**src/rtl/lfr_pkg.sv**
```systemverilog
package lfr_pkg;
  typedef enum logic [1:0] {
    ST_IDLE = 2'd0,
    ST_REQ  = 2'd1,
    ST_FILL = 2'd2,
    ST_BUS  = 2'd3
  } lfr_state_e;

  typedef struct packed {
    logic capture;
    logic pop;
  } lfr_strobe_t;
endpackage

```
**src/rtl/lfr_datapath.sv**
```systemverilog
module lfr_datapath
  import lfr_pkg::*;
#(
  parameter int unsigned ADDR_W      = 32,
  parameter int unsigned LINE_WORDS  = 4,
  parameter logic [ADDR_W-1:0] CACHE_BASE = 32'h1000_0000,
  parameter logic [ADDR_W-1:0] CACHE_HIGH = 32'h1FFF_FFFF,
  parameter bit ALWAYS_LINK = 1'b0,
  localparam int unsigned IDX_W = $clog2(LINE_WORDS),
  localparam int unsigned OFF_W = IDX_W + 2
) (
  input  logic              clk,
  input  logic              rstN,
  input  lfr_strobe_t       strobe,
  input  logic [ADDR_W-1:0] missAddr,
  input  logic              cacheEn,
  input  logic              critFirst,
  output logic              goLink,
  output logic              lastWord,
  output logic              critHit,
  output logic              critSeen,
  output logic [IDX_W-1:0]  wordIdx,
  output logic [ADDR_W-1:0] reqAddr,
  output logic [ADDR_W-1:0] heldAddr
);
  logic [ADDR_W-1:0] addrQ;
  logic [IDX_W-1:0]  startQ;
  logic [IDX_W-1:0]  cntQ;
  logic              critQ;
  logic              seenQ;
  logic              inRange;
  logic              linkGate;

  assign inRange = (missAddr >= CACHE_BASE) && (missAddr <= CACHE_HIGH);

  generate
    if (ALWAYS_LINK) begin : g_always
      assign linkGate = 1'b1;
    end else begin : g_gated
      assign linkGate = cacheEn;
    end
  endgenerate

  assign goLink = inRange && linkGate;

  always_ff @(posedge clk) begin
    if (!rstN) begin
      addrQ  <= '0;
      startQ <= '0;
      cntQ   <= '0;
      critQ  <= 1'b0;
      seenQ  <= 1'b0;
    end else if (strobe.capture) begin
      addrQ  <= missAddr;
      startQ <= missAddr[2 +: IDX_W];
      cntQ   <= '0;
      critQ  <= critFirst;
      seenQ  <= 1'b0;
    end else if (strobe.pop) begin
      cntQ <= cntQ + 1'b1;
      if (critHit) seenQ <= 1'b1;
    end
  end

  // Index wraps naturally: LINE_WORDS is a power of two.
  assign wordIdx  = critQ ? (startQ + cntQ) : cntQ;
  assign lastWord = (cntQ == IDX_W'(LINE_WORDS - 1));
  assign critHit  = (wordIdx == startQ);
  assign critSeen = seenQ;
  assign heldAddr = addrQ;
  assign reqAddr  = critQ ? {addrQ[ADDR_W-1:2], 2'b00}
                          : {addrQ[ADDR_W-1:OFF_W], {OFF_W{1'b0}}};
endmodule

```
**src/rtl/lfr_ctrl.sv**
```systemverilog
module lfr_ctrl
  import lfr_pkg::*;
(
  input  logic        clk,
  input  logic        rstN,
  input  logic        missValid,
  input  logic        goLink,
  input  logic        reqFull,
  input  logic        rspExists,
  input  logic        busDone,
  input  logic        lastWord,
  input  logic        critHit,
  input  logic        critSeen,
  output lfr_strobe_t strobe,
  output logic        missReady,
  output logic        reqWrite,
  output logic        rspRead,
  output logic        busReq,
  output logic        stall,
  output logic        fillDone
);
  lfr_state_e stateQ, stateD;
  logic       doneQ;

  always_comb begin
    stateD         = stateQ;
    strobe.capture = 1'b0;
    strobe.pop     = 1'b0;
    missReady      = 1'b0;
    reqWrite       = 1'b0;
    busReq         = 1'b0;
    stall          = 1'b0;
    case (stateQ)
      ST_IDLE: begin
        missReady = 1'b1;
        if (missValid) begin
          strobe.capture = 1'b1;
          stateD = goLink ? ST_REQ : ST_BUS;
        end
      end
      ST_REQ: begin
        stall    = 1'b1;
        reqWrite = !reqFull;
        if (!reqFull) stateD = ST_FILL;
      end
      ST_FILL: begin
        strobe.pop = rspExists;
        stall = !critSeen && !(rspExists && critHit);
        if (rspExists && lastWord) stateD = ST_IDLE;
      end
      ST_BUS: begin
        busReq = 1'b1;
        stall  = !busDone;
        if (busDone) stateD = ST_IDLE;
      end
      default: stateD = ST_IDLE;
    endcase
  end

  assign rspRead  = strobe.pop;
  assign fillDone = doneQ;

  always_ff @(posedge clk) begin
    if (!rstN) begin
      stateQ <= ST_IDLE;
      doneQ  <= 1'b0;
    end else begin
      stateQ <= stateD;
      doneQ  <= strobe.pop && lastWord;
    end
  end
endmodule

```
**src/rtl/line_fill_router.sv**
```systemverilog
module line_fill_router
  import lfr_pkg::*;
#(
  parameter int unsigned ADDR_W      = 32,
  parameter int unsigned LINE_WORDS  = 4,
  parameter logic [ADDR_W-1:0] CACHE_BASE = 32'h1000_0000,
  parameter logic [ADDR_W-1:0] CACHE_HIGH = 32'h1FFF_FFFF,
  parameter bit ALWAYS_LINK = 1'b0,
  localparam int unsigned IDX_W = $clog2(LINE_WORDS)
) (
  input  logic              clk,
  input  logic              rstN,
  input  logic              missValid,
  input  logic [ADDR_W-1:0] missAddr,
  input  logic              cacheEn,
  input  logic              critFirst,
  output logic              missReady,
  output logic              stall,
  output logic              reqWrite,
  output logic [ADDR_W-1:0] reqAddr,
  input  logic              reqFull,
  output logic              rspRead,
  input  logic              rspExists,
  input  logic [31:0]       rspData,
  output logic              arrWrite,
  output logic [IDX_W-1:0]  arrIndex,
  output logic [31:0]       arrData,
  output logic              fillDone,
  output logic              busReq,
  output logic [ADDR_W-1:0] busAddr,
  input  logic              busDone
);
  lfr_strobe_t strobe;
  logic goLink, lastWord, critHit, critSeen;

  lfr_datapath #(
    .ADDR_W(ADDR_W), .LINE_WORDS(LINE_WORDS), .CACHE_BASE(CACHE_BASE),
    .CACHE_HIGH(CACHE_HIGH), .ALWAYS_LINK(ALWAYS_LINK)
  ) u_dp (
    .clk(clk), .rstN(rstN), .strobe(strobe), .missAddr(missAddr),
    .cacheEn(cacheEn), .critFirst(critFirst), .goLink(goLink),
    .lastWord(lastWord), .critHit(critHit), .critSeen(critSeen),
    .wordIdx(arrIndex), .reqAddr(reqAddr), .heldAddr(busAddr)
  );

  lfr_ctrl u_ctrl (
    .clk(clk), .rstN(rstN), .missValid(missValid), .goLink(goLink),
    .reqFull(reqFull), .rspExists(rspExists), .busDone(busDone),
    .lastWord(lastWord), .critHit(critHit), .critSeen(critSeen),
    .strobe(strobe), .missReady(missReady), .reqWrite(reqWrite),
    .rspRead(rspRead), .busReq(busReq), .stall(stall), .fillDone(fillDone)
  );

  assign arrWrite = strobe.pop;
  assign arrData  = rspData;
endmodule

```
**config.mk**
```make
export PLATFORM = sky130hd
export DESIGN_NAME = line_fill_router
export DESIGN_NICKNAME = d
export VERILOG_FILES = /design/src/rtl/lfr_pkg.sv /design/src/rtl/lfr_datapath.sv /design/src/rtl/lfr_ctrl.sv /design/src/rtl/line_fill_router.sv
export SDC_FILE = /design/constraint.sdc
export NUM_CORES = 1
export LEC_CHECK = 0
export BUFFER_PORTS_ARGS = -buffer_cell sky130_fd_sc_hd__buf_2
export CELL_PAD_IN_SITES_DETAIL_PLACEMENT = 0
export CELL_PAD_IN_SITES_GLOBAL_PLACEMENT = 1
export CORE_MARGIN = 5
export CORE_UTILIZATION = 28
export CTS_BUF_LIST = sky130_fd_sc_hd__clkbuf_2 sky130_fd_sc_hd__clkbuf_4 sky130_fd_sc_hd__clkbuf_8
export DETAILED_ROUTE_END_ITERATION = 10
export MAX_ROUTING_LAYER = met4
export PLACE_DENSITY = 0.91
export SLEW_MARGIN = 25
export SYNTH_ARGS = -nofsm -noshare
export SYNTH_HDL_FRONTEND = slang
export SYNTH_SLANG_ARGS = --single-unit
```
**constraint.sdc**
```tcl
create_clock -name clk -period 3.45 [get_ports clk]
set_input_delay 0 -clock clk [delete_from_list [all_inputs] [get_ports clk]]
set_output_delay 0 -clock clk [all_outputs]
set_load 0.005 [all_outputs]
```
# ---- Word level (Yosys, flattened, before mapping)
# Index checks and enable logic that the tools add are counted.
# Widths: inputs -> output; s select.
dict set report op_classes {
  add_sub_neg 2
  n_lt_le_gt_ge 2
  n_eq_ne 9
  muxes 15
  bitwise 1
  n_reduce_logical 14
}
# operator count
set ops {}
lappend ops {{$ge 32x29->1 const B} 1}
lappend ops {{$le 32x29->1 const B} 1}
lappend ops {{$mux 2} 6}
lappend ops {{$pmux 2 s4} 1}
lappend ops {{$eq 2x2->1 const B} 3}
lappend ops {{$logic_and 1x1->1} 6}
lappend ops {{$mux 1} 6}
lappend ops {{$ne 2x2->1 const B} 3}
lappend ops {{$logic_not 1->1} 4}
lappend ops {{$mux 4} 1}
lappend ops {{$reduce_and 4->1} 1}
lappend ops {{$pmux 1 s3} 1}
lappend ops {{$add 2x1->2 const B} 1}
lappend ops {{$add 2x2->2} 1}
lappend ops {{$eq 2x1->1 const B} 1}
lappend ops {{$eq 2x2->1} 1}
lappend ops {{$logic_not 2->1} 1}
lappend ops {{$ne 2x1->1 const B} 1}
lappend ops {{$reduce_and 2->1} 1}
lappend ops {{$reduce_or 2->1} 1}
lappend ops {{$not 1->1} 1}
dict set report totals {
  register_bits 41
  inputBits 72
  output_inout_bits 105
}

# ---- Longest topological paths before layout
# Gate-level depths: netlist of the first run.
dict set report depth {
  word_depth 7
  mapped_depth 7
  depth_no_buf 5
}

# ---- Cells and area by module
# A second synthesis of the first run with hierarchy kept.
dict set report hier_totals {
  hier_cells 221
  area_unflattened_um2 2167.1
}
# mod instances cells_each area_each_um2 seq_area_each_um2
set modules_own_cells {}
lappend modules_own_cells {lfr_datapath 1 163 1712.9 720.7}
lappend modules_own_cells {line_fill_router 1 32 240.2 0.0}
lappend modules_own_cells {lfr_ctrl 1 26 214.0 60.1}

# ---- Least setup slack after synthesis of the first run
# OpenSTA, ideal clock, no wires.
dict set report synth_path {
  path_kind {register -> output}
  start {register u_dp.startQ[0]}
  end {output port stall}
  t_arrival_ns 1.405
  path_slack_ns 2.045
  stages_incl_launch_ff 6
  cell_sequence {dfxtp_1 ha_1 mux2_2 xor2_1 nand3b_1 a22o_1}
}
dict set report synth_via {
  elab_chain_len 7
}
# element line
set synth_lines {}
lappend synth_lines {{start: declaration} lfr_datapath.sv:27} ;# logic [IDX_W-1:0] startQ;
lappend synth_lines {{start signal: assignment} lfr_datapath.sv:55} ;# startQ <= missAddr[2 +: IDX_W];
lappend synth_lines {{$add 2x2->2} lfr_datapath.sv:66} ;# assign wordIdx = critQ ? (startQ + cntQ) : cntQ;
lappend synth_lines {{$mux 2} lfr_datapath.sv:66}
lappend synth_lines {{net arrIndex[0]} line_fill_router.sv:26} ;# output logic [IDX_W-1:0] arrIndex,
lappend synth_lines {{$eq 2x2->1} lfr_datapath.sv:68} ;# assign critHit = (wordIdx == startQ);
lappend synth_lines {{$logic_and 1x1->1} lfr_ctrl.sv:48} ;# stall = !critSeen && !(rspExists && critHit);
lappend synth_lines {{$logic_not 1->1} lfr_ctrl.sv:48}
lappend synth_lines {{$logic_and 1x1->1} lfr_ctrl.sv:48}
lappend synth_lines {{$pmux 1 s3} lfr_ctrl.sv:33} ;# case (stateQ)
lappend synth_lines {{end: declaration} line_fill_router.sv:18} ;# output logic stall,
# The timed path passes the listed nets, and every way through them passes these cells.

# ---- Worst setup path in the final report of the first run
dict set report layout_path {
  start {register u_dp.startQ[0]}
  end {output port stall}
}
dict set report layout_via {
  elab_chain_len 7
}
# element line
set layout_lines {}
lappend layout_lines {{$add 2x2->2} lfr_datapath.sv:66}
lappend layout_lines {{$mux 2} lfr_datapath.sv:66}
lappend layout_lines {{$eq 2x2->1 *} lfr_datapath.sv:68}
lappend layout_lines {{$logic_and 1x1->1 *} lfr_ctrl.sv:48}
lappend layout_lines {{$logic_not 1->1 *} lfr_ctrl.sv:48}
lappend layout_lines {{$logic_and 1x1->1 *} lfr_ctrl.sv:48}
lappend layout_lines {{$pmux 1 s3 *} lfr_ctrl.sv:33}
# Every way passes the cells marked *; elsewhere a longest branch is shown, timed or not.

==> results of run 1 <==
-- where the power goes --
| part | switching [W] | internal, W | leakage (nW) | total, W |
|---|---|---|---|---|
| combinational | 0.000155 | 0.000158 | 0.990 | 0.000313 |
| sequential | 0.0000402 | 0.000497 | 0.320 | 0.000537 |
| clock | 0.000145 | 0.000143 | 0.0406 | 0.000288 |
-- worst max path at each step --
stage	startpoint	cells past startpoint	slack (ps)	to
2_1_floorplan	u_dp.startQ[0]	5	2050	stall
3_3_place_gp	u_ctrl.stateQ[1]	5	1670	u_dp.critQ
3_5_place_dp	u_ctrl.stateQ[1]	5	1590	u_dp.heldAddr[25]
4_1_cts	u_dp.startQ[0]	6	1560	stall
5_1_grt	u_ctrl.stateQ[1]	5	1360	u_dp.heldAddr[25]
6_report	u_dp.startQ[0]	6	1580	stall
-- cell usage after synthesis, drive strengths merged, types with 3 or more instances --
library cell   n
nand3b         3
dfxtp         39
a21boi        35
and2           4
xor2           4
nor2           4
buf           70
nand2         70
clkbuf         6
-- state kept, by name (all words and copies together), names as in the netlist --
name             cells
u_dp.startQ          1
u_ctrl.stateQ        2
u_dp.heldAddr       31
u_dp.critSeen        1
u_dp.critQ           1
u_ctrl.fillDone      1
u_dp.cntQ            2
-- logic make-up (layout without fill, tap and decap cells) --
group                    after synthesis  count (layout)
buffers and inverters                 78             153
adder cells (fa/ha/maj)                2               2
flip-flops                            39              39
AO/OA/AOI/OAI                         40              40
multiplexers                           3               3
AND/OR/NAND/NOR                       90              90
other                                  1               2
XOR/XNOR                               5               5
-- timing repair --
item | in CTS | in global routing
setup endpoints to repair | 0 | 0
setup buffers | 0 | 0
hold buffers | 33 | 0
hold endpoints to repair | 33 | 0
-- metrics by stage --
stage	instances	power [W]	hold WS, ps	util [%]
floorplan	259	0.0007824	33.03	-
global placement	394	0.0008278	0.03458	31.03
detailed placement	394	0.0008352	0.03458	31.03
CTS	433	0.001163	0.03458	36.58
global route	433	0.001223	0.007959	36.58
finish	433	0.001137	0.001885	36.58
-- cell type report --
cell class                      count  area (sq um)
Fill cell                         756          4649
Timing Repair Buffer              145         895.9
Multi-Input combinational cell    142         797.0
Sequential cell                    39         780.7
Tap cell                           99         123.9
Clock buffer                        6         76.32
Inverter                            2         7.507
-- worst max-delay path: cells and delay by family (launching register included) --
family	cells	cell delay [ps]
xor gates and xnor gates	1	160
adders and majority gates	1	260
buffers and inverters	1	120
DFF	1	410
and+or+nand+nor	1	170
AOI/OAI and AO/OA	1	200
muxes	1	280
-- layer usage --
layer | vias to the layer above | GRT usage [%] | routed length (um)
li1 | 906 | - | -
met1 | 786 | 12.63 | 2183
met2 | 76 | 20.06 | 2649
met3 | 12 | 3.805 | 469
met4 | 0 | 3.888 | 74
met5 | - | - | 0
==> metrics, run 1 <==
status=completed; RSZ-0062 raised after global routing=no; chip width=97.16 um; Post-Synthesis Cell Area=0.002127 sq mm; largest family of logic cells by synthesized area=buffers and inverters; initial core utilization=29.02%; drt first pass iters=4; post-synth top area cell=dfxtp_1; share of cells above drive strength 1=35.93%; DP HPWL=3.776 mm; Crit Path Max Fanout=5; CP max stage cell=dfxtp_1; r2r endpoint=u_dp.heldAddr[25]; Setup-failing EPs final=0; Max clock buf depth=2; ys flop type=dfxtp_1; Worst setup SP type=flop; crit path kind=flop to primary output; DRT iter0 DRCs=63; grt total ovfl=0; # diodes=0; synthesized area per cell=8.244 sq um; hold path start=rspData[10]; # clock sinks=39; Worst-path clk slew=70 ps; Static Leak=1.350 nW; GP Congestion=0.7438; most frequent cells in the layout=110 x buf_2, 70 x nand2_1, 39 x dfxtp_1; Die Span Y=97.16 um; worst-margin pin slew=649.5 ps; Post-Synth XOR/XNOR Area=2.059%; register area share after synthesis=36.71%; root buf cell=clkbuf_8; drt via density=4.111; post-synthesis compound-gate area fraction=13.88%; Yosys cell types=31; slew margin rel.=56.70%; EDFF count, synth=0; insertion delay to the later sink of the worst-skew pair=280 ps; gr usage total=11.65%; Max Clk Rate=0.5346 GHz; simple-gate portion of the synthesized area=18.53%; post-CTS sizing=0; I/O Buffers=110; FFs w/ async S/R, synth=0%; vias in the first global route=1831; largest net degree at the start of global routing=38; register bit total from synthesis=39; crit path cell chain=ha_1, mux2_2, xor2_1, nand3b_1, a22o_1, buf_2; Yosys top cell area share=36.71%; R2R depth=5; CTS tree=yes; CP endpoint kind=primary output; number of core rows=31; setup slack, reg-to-reg=1600 ps; Max Slew Vio Count=0; setup slack after layout=1580 ps; HP Class=primary input to primary output; clk_skew=2.704 ps; Vias=1780; area grow syn2layout=26.06%; Syn Inst Count=258; worst r2r src=u_ctrl.stateQ[1]; Adder-Cell Fraction of Synth Area=1.176%; # IOs=177; full die area=0.009440 sq mm; Setup Slack @ Placement=1593 ps; Max-cap violations=0; Worst Hold Path EP=arrData[10]; initial antenna violation count=0; first-pass GRT wire length=9.094 mm; area of placed instances=0.002275 sq mm; Worst Hold Path Cells=0; Power Density=424.2 mW/mm^2; Post-Layout Inst Area=0.002681 sq mm; CP peak stage delay=410 ps; dominant cells by area after synthesis=dfxtp_1 37%, buf_4 23%, nand2_1 12%, a21boi_1 11%, xor2_1 1.6%; H-tree Lvls=2; post-route ant nets=0; Worst IR Drop VDD=0.1673 mV; fin nets=409; Num CTS Buffers=5; Final TNS setup=0 ps; synth warn=0; total wire length=5.375 mm; area of the core=0.007331 sq mm; commonest non-fill, non-tap cell in the layout=buf_2; mux share of post-synthesis cell area=1.471%; period utilization=54.22%; DRC=0; WL/cell=12.41 um; Worst EP required=3450 ps; Worst EP arrival=1870 ps; post-route minimum period=1870 ps; final hold vios=0
Note: power is estimated with default switching activity, not from simulation.
==> run 2, diff against run 1 <==
CORE_UTILIZATION = 26   (was 28)
PLACE_DENSITY = 0.86   (was 0.91)
clock period = 1.8 ns   (was 3.45 ns; I/O delays follow)
==> metrics, run 2 (synthesis results as in run 1) <==
Die Span Y=100.5 um (+3.4%); # clock sinks=39 (unchanged); CP delay by family, top=flip-flops; RSZ-0062 raised after global routing=yes; Max clock buf depth=2 (unchanged); worst hold margin=0.001982 ps (+0.00009677 ps); Crit Path Max Fanout=2 (-3); Setup-failing EPs final=0 (unchanged); filler instances=862 (+14%); Num CTS Buffers=5 (unchanged); final hold vios=0 (unchanged); HP Class=primary input to primary output; WL/cell=12.41 um (about the same); Worst IR Drop VDD=0.3053 mV (+82%); crit path kind=flop to primary output; most frequent cells in the layout=110 x buf_2, 70 x nand2_1, 37 x dfxtp_1; R2R depth=5 (unchanged); chip width=100.5 um (+3.4%); setup slack, reg-to-reg=330 ps (-1270 ps); Worst Hold Path Cells=0 (unchanged); Levels on crit path=6 (unchanged); first-pass GRT wire length=8.907 mm (-2.1%); DP HPWL=3.865 mm (+2.4%); Max Slew Vio Count=0 (unchanged); worst r2r src=u_dp.cntQ[0]; initial core utilization=26.28% (-2.7 points); CP endpoint kind=primary output; post-route ant nets=0 (unchanged); max reg flops=31 (unchanged); fin nets=414 (+1.2%); Final Util=34.06% (-2.5 points); Power Density=820.7 mW/mm^2 (+93%); Worst EP required=1800 ps (-1650 ps); Worst EP arrival=1730 ps (-140 ps); period utilization=96.13%; largest net degree at the start of global routing=38 (unchanged); number of core rows=33 (+6.5%); DRT iter0 DRCs=48 (-24%); I/O Buffers=110 (unchanged); root buf cell=clkbuf_8; status=completed; # IOs=177 (unchanged); Static Leak=1.382 nW (+2.4%); drt first pass iters=4 (unchanged); Vias=1874 (+5.3%); # diodes=0 (unchanged); worst-margin pin slew=569.9 ps (-79.64 ps); slew margin rel.=62.01% (+5.3 points); Max Clk Rate=0.5779 GHz; area of the core=0.008093 sq mm (+10%); clk_skew=8.581 ps (+5.877 ps); DRC=0 (unchanged); crit path capture=stall; grt total ovfl=0 (unchanged); gr usage total=11.26% (-0.39 points); initial antenna violation count=0 (unchanged); Worst-path clk slew=80 ps (about the same); insertion delay to the later sink of the worst-skew pair=290 ps (about the same); full die area=0.01009 sq mm (+6.9%); share of cells above drive strength 1=37.94% (+2.0 points); CTS tree=yes; commonest non-fill, non-tap cell in the layout=buf_2; GP Congestion=0.7722 (+3.8%); r2r endpoint=u_ctrl.stateQ[1]; post-route minimum period=1730 ps; vias in the first global route=1851 (+1.1%); CP peak stage delay=340 ps (-70 ps); worst setup path startpoint=u_dp.startQ[0]; Worst setup SP type=flop; area grow syn2layout=29.59%; total wire length=5.522 mm (+2.7%); crit path cell chain=ha_4, mux2_4, xor2_1, nand3b_1, a22o_1, buf_2; drt via density=4.211 (+2.4%); worst path bufs/invs=1 (unchanged); CP max stage cell=dfxtp_2; Final TNS setup=0 ps (unchanged); Max-cap violations=0 (unchanged); H-tree Lvls=2 (unchanged)
## run 2: area by class of cell
| cell class | count | area [sq um] | share of cell area [%] |
|---|---|---|---|
| timing repair buffer | 150 | 933.4 | 33.86 |
| multi-input combinational | 142 | 813.3 | 29.51 |
| sequential | 39 | 783.3 | 28.42 |
| tap | 105 | 131.4 | 4.766 |
| clock buffer | 6 | 82.58 | 2.996 |
| inverter | 2 | 7.507 | 0.2724 |
| clock inverter | 1 | 5.005 | 0.1816 |
## run 2: where the power goes
part / internal (W) / switching (W) / total, W / leakage (nW)
Clock: 0.000301 / 0.000301 / 0.000603 / 0.0470
Combinational: 0.000326 / 0.000304 / 0.000630 / 1.01
Sequential: 0.000953 / 0.0000774 / 0.00103 / 0.320
Total: 0.00158 / 0.000683 / 0.00226 / 1.38
## run 2: timing repair
item | CTS | global route
pin swaps | 1 | 0
hold endpoints to repair | 33 | 0
resized for setup | 3 | 1
hold buffers | 33 | 0
buffers inserted | 2 | 0
setup endpoints to repair | 1 | 1
## run 2: per-stage QoR
stage / area (sq um) / total power, W / std cells / worst slack (ps)
after global placement: 2305 / 0.001603 / 403 / 308.9
after CTS: 2744 / 0.002306 / 445 / 14.45
after global routing: 2756 / 0.002437 / 445 / -20.13
after floorplan: 2131 / 0.001500 / 259 / 395.2
final: 2756 / 0.002262 / 445 / 69.59
after detailed placement: 2305 / 0.001617 / 403 / 263.1
## run 2: worst min-delay path by stage
| stage | slack [ps] | to | from |
|---|---|---|---|
| floorplan | 30 | reqWrite | reqFull |
| global placement | 0.03 | arrData[23] | rspData[23] |
| detailed placement | 0.03 | arrData[23] | rspData[23] |
| CTS | 0.03 | arrData[23] | rspData[23] |
| global route | 0.008 | arrData[17] | rspData[17] |
| finish | 0.002 | arrData[28] | rspData[28] |
## run 2: per-layer routing
metal / GRT usage, % / vias up / share of wire (%)
met2: 19.32 / 88 / 49
met3: 2.630 / 17 / 8.5
met5: - / - / 0
li1: - / 915 / -
met1: 12.11 / 854 / 39
met4: 5.699 / 0 / 2.8
==> run 3, diff against run 2 <==
MAX_ROUTING_LAYER = not set   (was met4)
TNS_END_PERCENT = 50   (was not set)
==> metrics, run 3 (synthesis results as in run 1) <==
post-route ant nets=0 (unchanged); # IOs=177 (unchanged); slew margin rel.=61.79% (-0.22 points); Max clock buf depth=2 (unchanged); gr usage total=10.96% (-0.30 points); vias in the first global route=1846 (-0.27%); post-route minimum period=1726 ps (-4.436 ps); most frequent cells in the layout=110 x buf_2, 70 x nand2_1, 37 x dfxtp_1; drt first pass iters=4 (unchanged); Levels on crit path=6 (unchanged); WL/cell=12.42 um (+0.13%); full die area=0.01009 sq mm (unchanged); overall power=0.002258 W (-0.21%); worst hold margin=0.001982 ps (unchanged); initial core utilization=26.28% (unchanged); RSZ-0062 raised after global routing=yes; Num CTS Buffers=5 (unchanged); area of the core=0.008093 sq mm (unchanged); CP peak stage delay=340 ps (about the same); Sw Ratio=30.05% (-0.14 points); R2R depth=5 (unchanged); DRC=0 (unchanged); max reg flops=31 (unchanged); multi-input combinational cell area=813.3 sq um (unchanged); Int Pwr=0.001579 W (about the same); combinational power share=27.9% (about the same); Max Clk Rate=0.5794 GHz (+0.26%); share of cells above drive strength 1=37.94% (unchanged); Sequential Power Share=45.6% (about the same); H-tree Lvls=2 (unchanged); filler instances=862 (unchanged); Worst IR Drop VDD=0.3042 mV (-0.37%); r2r endpoint=u_ctrl.stateQ[1]; Final TNS setup=0 ps (unchanged); worst r2r src=u_dp.cntQ[0]; area grow syn2layout=29.59% (unchanged); # clock sinks=39 (unchanged); Setup-failing EPs final=0 (unchanged); root buf cell=clkbuf_8; Worst EP arrival=1730 ps (about the same); status=completed; HP Class=primary input to primary output; Power Density=819.0 mW/mm^2 (-0.21%); CP max stage cell=dfxtp_2; Crit Path Max Fanout=2 (unchanged); first-pass GRT wire length=8.914 mm (about the same); crit path cell chain=ha_4, mux2_4, xor2_1, nand3b_1, a22o_1, buf_2; GP Congestion=0.7621 (-1.3%); total wire length=5.529 mm (+0.13%); # diodes=0 (unchanged); FF/Latch Area=783.3 sq um (unchanged); hold path start=rspData[28]; largest net degree at the start of global routing=38 (unchanged); fin nets=414 (unchanged); chip width=100.5 um (unchanged); I/O Buffers=110 (unchanged); period utilization=95.89% (-0.25 points); CTS tree=yes; Clk pwr share=26.5% (about the same); worst-margin pin slew=573.1 ps (+3.229 ps); Post-Layout Inst Area=0.002756 sq mm (unchanged); DP HPWL=3.865 mm (unchanged); Vias=1870 (-0.21%); Worst Hold Path EP=arrData[28]; worst path bufs/invs=1 (unchanged); NetSw=0.0006783 W (-0.66%); commonest non-fill, non-tap cell in the layout=buf_2; Max-cap violations=0 (unchanged); drt via density=4.202 (-0.21%); setup slack, reg-to-reg=330 ps (about the same); Worst Hold Path Cells=0 (unchanged); grt total ovfl=0 (unchanged); Worst setup SP type=flop; initial antenna violation count=0 (unchanged); Static Leak=1.382 nW (unchanged); insertion delay to the later sink of the worst-skew pair=280 ps (about the same); CP endpoint kind=primary output; Worst-path clk slew=80 ps (about the same); area of placed instances=0.002305 sq mm (unchanged); Worst EP required=1800 ps (about the same); final hold vios=0 (unchanged); Max Slew Vio Count=0 (unchanged); CP delay by family, top=flip-flops; number of core rows=33 (unchanged); crit path kind=flop to primary output; DRT iter0 DRCs=48 (unchanged); clk_skew=6.945 ps (-1.636 ps); Die Span Y=100.5 um (unchanged)
==> run 3: worst max-delay path by stage <==
| stage | startpoint | end | slack, ps |
|---|---|---|---|
| floorplan | u_dp.startQ[0] | stall | 400 |
| global placement | u_dp.cntQ[0] | stall | 310 |
| detailed placement | u_dp.cntQ[0] | stall | 260 |
| CTS | u_dp.startQ[0] | stall | 10 |
| global route | u_dp.startQ[0] | stall | -20 |
| finish | u_dp.startQ[0] | stall | 70 |
==> run 3: cell type report <==
class	count	area share, %
clock buffers	6	2.996
well taps	105	4.766
flip-flops and latches	39	28.42
multi-input cells	142	29.51
clock inverters	1	0.1816
repair buffers	150	33.86
inverters	2	0.2724
==> run 3: what timing repair did <==
item | 4_1_cts | 5_1_grt
endpoints found under the hold margin | 33 | 0
resized for setup | 3 | 1
setup endpoints to repair | 1 | 1
hold buffers | 33 | 0
buffers inserted | 2 | 0
pin swaps | 1 | 0
==> run 3: worst reg2reg max path, stage by stage (launching register included) <==
cell and delay, ps:
dfxtp_2 370, buf_4 140, ha_1 160, a311oi_1 120
or4_1 490, a21boi_1 130
==> run 3: metal layers <==
metal / GRT usage [%] / up-vias / wire length, um
met5: 0 / - / 0
met2: 19.22 / 88 / 2725
met1: 12.20 / 850 / 2176
met4: 5.699 / 0 / 155
li1: - / 915 / -
met3: 2.699 / 17 / 470
==> run 3: power by group through the flow <==
stage          clock (W)  sequential, W  combinational, W
2_1_floorplan          0        0.00104          0.000463
3_3_place_gp           0        0.00104          0.000562
3_5_place_dp           0        0.00105          0.000571
4_1_cts         0.000644        0.00103          0.000636
5_1_grt         0.000680        0.00105          0.000706
6_report        0.000598        0.00103          0.000630
==> run 3: through the flow <==
stage / instances / util [%] / setup WS, ps
6_report: 445 / 34.06 / 74.03
5_1_grt: 445 / 34.06 / -17.30
4_1_cts: 445 / 33.91 / 14.45
3_5_place_dp: 403 / 28.48 / 263.1
3_3_place_gp: 403 / 28.48 / 308.9
2_1_floorplan: 259 / - / 395.2
